===== src/rtl/lsclk_pkg.sv =====
package lsclk_pkg;
   localparam logic [15:0] CTRL_KEY = 16'h16AA;
   localparam int ADDR_W   = 2;
   localparam logic [ADDR_W-1:0] A_CTRL  = 2'd0;
   localparam logic [ADDR_W-1:0] A_DIV   = 2'd1;
   localparam logic [ADDR_W-1:0] A_GATE  = 2'd2;
   localparam int B_SEL    = 0;
   localparam int B_XEN    = 4;
   localparam int B_BYP    = 15;

   typedef struct packed {
      logic bypass;
      logic ext_en;
      logic sel_ext;
   } ctrl_t;
endpackage


===== src/rtl/lsclk_regs.sv =====
module lsclk_regs
   import lsclk_pkg::*;
#(
   parameter int DATA_W  = 32,
   parameter int PRESC_W = 5
) (
   input  logic                clk,
   input  logic                rst_n,
   input  logic [ADDR_W-1:0]   addr,
   input  logic                wr,
   input  logic [DATA_W-1:0]   wdata,
   output logic [DATA_W-1:0]   rdata,
   output ctrl_t               ctrl,
   output logic [PRESC_W-1:0]  div_n,
   output logic                gate_en
);
   generate
      if (DATA_W != 32) begin : g_bad_dw
         $error("lsclk_regs: DATA_W must be 32");
      end
      if (PRESC_W < 1 || PRESC_W > 15) begin : g_bad_pw
         $error("lsclk_regs: PRESC_W out of range");
      end
   endgenerate

   logic key_ok;
   logic ctrl_we;
   assign key_ok  = (wdata[31:16] == CTRL_KEY);
   assign ctrl_we = wr && (addr == A_CTRL) && key_ok;

   always_ff @(posedge clk or negedge rst_n) begin
      if (!rst_n) begin
         ctrl    <= '0;
         div_n   <= '0;
         gate_en <= 1'b0;
      end else begin
         if (ctrl_we) begin
            ctrl.sel_ext <= wdata[B_SEL];
            ctrl.ext_en  <= wdata[B_XEN];
            ctrl.bypass  <= wdata[B_BYP];
         end
         if (wr && addr == A_DIV)  div_n   <= wdata[PRESC_W-1:0];
         if (wr && addr == A_GATE) gate_en <= wdata[0];
      end
   end

   always_comb begin
      rdata = '0;
      unique case (addr)
         A_CTRL: begin
            rdata[B_SEL] = ctrl.sel_ext;
            rdata[B_XEN] = ctrl.ext_en;
            rdata[B_BYP] = ctrl.bypass;
         end
         A_DIV:   rdata[PRESC_W-1:0] = div_n;
         A_GATE:  rdata[0] = gate_en;
         default: rdata = '0;
      endcase
   end

   // control holds its value unless a keyed write hits it
   a_r2_key_guard: assert property (@(posedge clk) disable iff (!rst_n)
      !(wr && addr == A_CTRL && wdata[31:16] == CTRL_KEY) |=> $stable(ctrl));
endmodule


===== src/rtl/lsclk_prescale.sv =====
module lsclk_prescale #(
   parameter int PRESC_W   = 5,
   parameter int FIXED_DIV = 1
) (
   input  logic               clk,
   input  logic               rst_n,
   input  logic               osc_tick,
   input  logic [PRESC_W-1:0] div_n,
   output logic               div_tick
);
   localparam int FW = (FIXED_DIV > 1) ? $clog2(FIXED_DIV) : 1;

   logic pre_tick;

   generate
      if (FIXED_DIV < 1) begin : g_bad_fd
         $error("lsclk_prescale: FIXED_DIV must be at least 1");
      end
      if (FIXED_DIV == 1) begin : g_no_fixed
         assign pre_tick = osc_tick;
      end else begin : g_fixed
         logic [FW-1:0] fcnt;
         logic          fwrap;
         assign fwrap    = (fcnt == FW'(FIXED_DIV - 1));
         assign pre_tick = osc_tick && fwrap;
         always_ff @(posedge clk or negedge rst_n) begin
            if (!rst_n)        fcnt <= '0;
            else if (osc_tick) fcnt <= fwrap ? '0 : fcnt + 1'b1;
         end
         // the fixed counter never passes its last state
         a_r5_fixed_range: assert property (@(posedge clk) disable iff (!rst_n)
            fcnt <= FW'(FIXED_DIV - 1));
      end
   endgenerate

   logic [PRESC_W-1:0] cnt_q;
   logic               at_end;
   assign at_end   = (cnt_q >= div_n);
   assign div_tick = pre_tick && at_end;

   always_ff @(posedge clk or negedge rst_n) begin
      if (!rst_n)        cnt_q <= '0;
      else if (pre_tick) cnt_q <= at_end ? '0 : cnt_q + 1'b1;
   end

   // a divided tick restarts the count
   a_r4_restart: assert property (@(posedge clk) disable iff (!rst_n)
      div_tick |=> (cnt_q == '0));
endmodule


===== src/rtl/lsclk_src_sel.sv =====
module lsclk_src_sel #(
   parameter int SYNC_STAGES = 2
) (
   input  logic clk,
   input  logic rst_n,
   input  logic sel_ext,
   input  logic ext_en,
   input  logic bypass,
   input  logic ext_fail,
   input  logic ext_tick,
   input  logic int_div_tick,
   output logic slow_tick
);
   generate
      if (SYNC_STAGES < 2) begin : g_bad_sync
         $error("lsclk_src_sel: SYNC_STAGES must be at least 2");
      end
   endgenerate

   logic [SYNC_STAGES-1:0] fail_sync;
   logic                   fail_s;
   logic                   use_ext_q;
   logic                   slow_q;

   assign fail_s = fail_sync[SYNC_STAGES-1];

   always_ff @(posedge clk or negedge rst_n) begin
      if (!rst_n) begin
         fail_sync <= '0;
         use_ext_q <= 1'b0;
         slow_q    <= 1'b0;
      end else begin
         fail_sync <= {fail_sync[SYNC_STAGES-2:0], ext_fail};
         use_ext_q <= sel_ext && !(fail_s && !bypass);
         slow_q    <= use_ext_q ? (ext_tick && ext_en) : int_div_tick;
      end
   end

   assign slow_tick = slow_q;

   // with external selected, no output tick without an external pulse
   a_r6_ext_only: assert property (@(posedge clk) disable iff (!rst_n)
      (use_ext_q && !ext_tick) |=> !slow_tick);
   // external disabled blocks every tick on the external path
   a_r7_xen_block: assert property (@(posedge clk) disable iff (!rst_n)
      (use_ext_q && !ext_en) |=> !slow_tick);
   // a synchronised failure without bypass drops the external choice
   a_r8_fallback: assert property (@(posedge clk) disable iff (!rst_n)
      (fail_s && !bypass) |=> !use_ext_q);
   // the output tick lasts one cycle for single-cycle source pulses
   a_r10_one_cycle: assert property (@(posedge clk) disable iff (!rst_n)
      (slow_tick && !ext_tick && !int_div_tick) |=> !slow_tick);
endmodule


===== src/rtl/lsclk_sel.sv =====
module lsclk_sel
   import lsclk_pkg::*;
#(
   parameter int PRESC_W     = 5,
   parameter int FIXED_DIV   = 1,
   parameter int SYNC_STAGES = 2
) (
   input  logic        clk,
   input  logic        rst_n,
   input  logic [1:0]  bus_addr,
   input  logic        bus_wr,
   input  logic [31:0] bus_wdata,
   output logic [31:0] bus_rdata,
   input  logic        int_osc_tick,
   input  logic        ext_osc_tick,
   input  logic        ext_fail,
   output logic        slow_tick,
   output logic        export_tick
);
   ctrl_t              ctrl;
   logic [PRESC_W-1:0] div_n;
   logic               gate_en;
   logic               int_div_tick;

   lsclk_regs #(.DATA_W(32), .PRESC_W(PRESC_W)) u_regs (
      .clk(clk), .rst_n(rst_n), .addr(bus_addr), .wr(bus_wr),
      .wdata(bus_wdata), .rdata(bus_rdata), .ctrl(ctrl),
      .div_n(div_n), .gate_en(gate_en));

   lsclk_prescale #(.PRESC_W(PRESC_W), .FIXED_DIV(FIXED_DIV)) u_presc (
      .clk(clk), .rst_n(rst_n), .osc_tick(int_osc_tick),
      .div_n(div_n), .div_tick(int_div_tick));

   lsclk_src_sel #(.SYNC_STAGES(SYNC_STAGES)) u_sel (
      .clk(clk), .rst_n(rst_n), .sel_ext(ctrl.sel_ext),
      .ext_en(ctrl.ext_en), .bypass(ctrl.bypass), .ext_fail(ext_fail),
      .ext_tick(ext_osc_tick), .int_div_tick(int_div_tick),
      .slow_tick(slow_tick));

   assign export_tick = slow_tick && gate_en;

   // a closed gate keeps the exported copy low in the following cycle
   a_r9_gate_closed: assert property (@(posedge clk) disable iff (!rst_n)
      (!gate_en && !(bus_wr && bus_addr == A_GATE)) |=> !export_tick);
endmodule


===== config.mk =====
export PLATFORM = sky130hd
export DESIGN_NAME = lsclk_sel
export DESIGN_NICKNAME = d
export VERILOG_FILES = /design/src/rtl/lsclk_pkg.sv /design/src/rtl/lsclk_regs.sv /design/src/rtl/lsclk_prescale.sv /design/src/rtl/lsclk_src_sel.sv /design/src/rtl/lsclk_sel.sv
export SDC_FILE = /design/constraint.sdc
export NUM_CORES = 1
export LEC_CHECK = 0
export BUFFER_PORTS_ARGS = -buffer_cell sky130_fd_sc_hd__buf_2
export CAP_MARGIN = 10
export CORE_MARGIN = 1.5
export CORE_UTILIZATION = 46
export DETAILED_ROUTE_END_ITERATION = 8
export PLACE_DENSITY_LB_ADDON = 0.1
export SLEW_MARGIN = 20
export SYNTH_ARGS = -nofsm -noshare
export SYNTH_HDL_FRONTEND = slang
export SYNTH_SLANG_ARGS = --single-unit

===== constraint.sdc =====
create_clock -name clk -period 3.85 [get_ports clk]
set_input_delay 0.77 -clock clk [delete_from_list [all_inputs] [get_ports clk]]
set_output_delay 0.77 -clock clk [all_outputs]
set_load 0.03 [all_outputs]

==> qor.yml <==
num_vias: 901
grt_pass1_vias: 827
port_buffers: 37
slowest_delay_ns: 0.26
power.leakage_nw: 0.717
pwr-share-comb: 0.418
hold_class: "flop to flop"
hpwl_mm: 1.69
cp.required_ns: 3.08
antenna_found_initial: 0
drive_gt1_frac: 0.348
synth.distinct_cells: 32
synthCells: 119
antenna_left: 0
post_drt_wl_per_cell_um: 10.7
post_cts_resized: 0
cp-end-kind: "output port"
final-setup-viol-count: 0
start_util: 0.487
max_freq_ghz: 0.441
hold_violations: 0
period_share: 0.589
crit_fanout: 6
criticalPathCategory: "input port to output port"
ys_warn_count: 0
slew_viol_final: 0
final_cell_mix: "buf_2, conb_1, dfrtp_1"
fin_tns_setup_ns: 0
grt_usage: 0.161
grt_max_degree: 19
num_antenna_cells: 0
crit_chain: "buf_2 -> and2b_1 -> and2_1 -> buf_2"
wl_mm: 2.01
pin_count: 74
yosysSeqAreaShare: 0.373
path_delay_family: "simple AND/OR/NAND/NOR gates"
clk_latency_ns: 0.29
drt_iter0_drc: 9
synth_seq_cells: 18
p_int_w: 0.000406
status: "completed"
areaGrowthSynthToFinish_pct: 12.7
synth_top_area_frac: 0.373
cp-start-kind: "input port"
rsz0062_at_grt: "false"
sw_frac_of_total: 0.392
vias_per_cell: 4.79
die_w_um: 54.2
power.share.sequential: 0.408
holdBufCountCts: 0
power_frac_clock: 0.174
drc: 0
syn_area_per_cell_um2: 10.1
cpMostUsedCell: "buf_2"
cts_num_sinks: 18
grt_pass1_wl_mm: 3.44
power_density_mw_per_mm2: 491
core_mm2: 0.00248
postCtsSetupRepairBufs: 0
die_area_mm2: 0.00294
p_switching_w: 0.000261
synth.area.top_cells: "dfrtp_1, buf_4, mux2_2, ha_1, inv_1"
slowest_stage: "and2b_1"
cap_violations: 0
cts-root-buf: "clkbuf_4"
place_congestion: 0.750
cts_max_path_buffers: 2
grt_overflow: 0
rows: 18
critPathBufInv: 2
fp.dieH_um: 54.2
layout.nets: 205
cts_made_buffers: 3
layout_commonest_cell: "buf_2"
drt_pass1_iterations: 4
syn-cell-area_mm2: 0.00121
fill_cells: 255
fin_crit_ns: 2.27
pre_cts_ws_ns: 1.58
cts_tree: "done"
clk_pin_slew_ns: 0.10
finalWorstSetupSlack_ns: 1.58
vdd_ir_drop_max_mv: 0.300
skew_ns: 0.00462
cts_max_level: 1
synth_top_area_cell: "dfrtp_1"
arrival_ns: 1.50
==> area by class of cell <==
class                      instances  area, µm²  area share
clock buffer                       4       36.3      0.0267
inverter                           9       33.8      0.0248
multi-input combinational         90        618       0.454
sequential                        18        450       0.331
tap                               30       37.5      0.0276
timing repair buffer              37        185       0.136
==> cell usage after synthesis <==
| cell | count |
|---|---|
| dfrtp_1 | 18 |
| clkbuf_1 | 1 |
| nor3_1 | 1 |
| and4bb_2 | 1 |
| conb_1 | 1 |
| o22ai_1 | 3 |
| and2b_1 | 2 |
| inv_1 | 9 |
| nor2b_1 | 1 |
| nand2b_1 | 3 |
| nor3b_1 | 3 |
| and4bb_1 | 1 |
| nand3b_1 | 1 |
| ha_1 | 6 |
| nor3_2 | 1 |
| a21oi_1 | 2 |
| a32o_1 | 1 |
| nand2_1 | 7 |
| nand4_1 | 1 |
| nor4b_2 | 1 |
| o21a_1 | 1 |
| o211ai_1 | 1 |
| mux2i_1 | 2 |
| o21bai_2 | 1 |
| nor2_1 | 3 |
| nand3_1 | 2 |
| buf_4 | 26 |
| a21boi_0 | 1 |
| mux2_2 | 9 |
| and2_1 | 4 |
| a2111oi_4 | 1 |
| o21ai_0 | 4 |
==> flip-flops by register name, indices dropped and copies added, names as in the netlist <==
signal / count
u_sel.fail_sync: 2
u_presc.cnt_q: 5
u_regs.div_n: 5
u_regs.gate_en: 1
u_sel.slow_tick: 1
u_regs.ctrl: 3
u_sel.use_ext_q: 1
==> routing by layer <==
| layer | up-vias | share of wire | wire [µm] | track usage |
|---|---|---|---|---|
| li1 | 430 | - | - | - |
| met4 | 0 | 0.015 | 30 | 0.0500 |
| met1 | 420 | 0.43 | 858 | 0.199 |
| met2 | 46 | 0.50 | 1010 | 0.287 |
| met3 | 5 | 0.058 | 117 | 0.0219 |
| met5 | - | 0 | 0 | 0 |
==> worst reg2reg max path, stage by stage (launching register included) <==
cell       delay (ns)
dfrtp_1          0.40
inv_1            0.08
ha_1             0.26
nand2b_1         0.17
a2111oi_4        0.39
o21bai_2         0.19
a32o_1           0.25
==> power by group through the flow <==
stage                     logic, W  registers [W]  clock network, W
after CTS                 0.000284       0.000273          0.000121
final                     0.000279       0.000272          0.000116
after floorplan           0.000233       0.000274                 0
after detailed placement  0.000283       0.000277                 0
after global routing      0.000317       0.000279          0.000128
after global placement    0.000273       0.000275                 0
==> path summary, 6_finish.rpt <==
check / from / end / slack [ns] / cells past startpoint
setup / recovery: bus_addr[1] / bus_rdata[2] / 1.58 / 4
hold / removal: u_sel.fail_sync[0]$_DFF_PN0_ / u_sel.fail_sync[1]$_DFF_PN0_ / 0.36 / 0
setup reg to reg: u_presc.cnt_q[0]$_DFFE_PN0P_ / u_sel.slow_tick$_DFF_PN0_ / 2.01 / 6
hold reg to reg: u_sel.fail_sync[0]$_DFF_PN0_ / u_sel.fail_sync[1]$_DFF_PN0_ / 0.36 / 0
max in group asynchronous: rst_n / u_sel.fail_sync[1]$_DFF_PN0_ / 3.19 / 1
min in group asynchronous: rst_n / u_regs.div_n[1]$_DFFE_PN0P_ / 0.38 / 1
==> cell families after synthesis <==
| kind of cell | Yosys count | synth area share |
|---|---|---|
| other | 1 | 0.00311 |
| AOI/OAI and AO/OA | 15 | 0.0995 |
| muxes | 11 | 0.101 |
| adders and majority gates | 6 | 0.0622 |
| DFF | 18 | 0.373 |
| buffers and inverters | 36 | 0.193 |
| and+or+nand+nor | 32 | 0.169 |
==> metrics by stage <==
stage | hold WS (ns) | total power (W) | utilization | cells | cell area [µm²]
6_report | 0.361 | 0.000668 | 0.549 | 188 | 1360
5_1_grt | 0.379 | 0.000725 | 0.549 | 188 | 1360
4_1_cts | 0.365 | 0.000678 | 0.549 | 188 | 1360
3_5_place_dp | 0.340 | 0.000560 | 0.535 | 184 | 1330
3_3_place_gp | 0.338 | 0.000548 | 0.535 | 184 | 1330
2_1_floorplan | 0.331 | 0.000506 | - | 144 | 1300
Power figures use the tool's default switching activity.
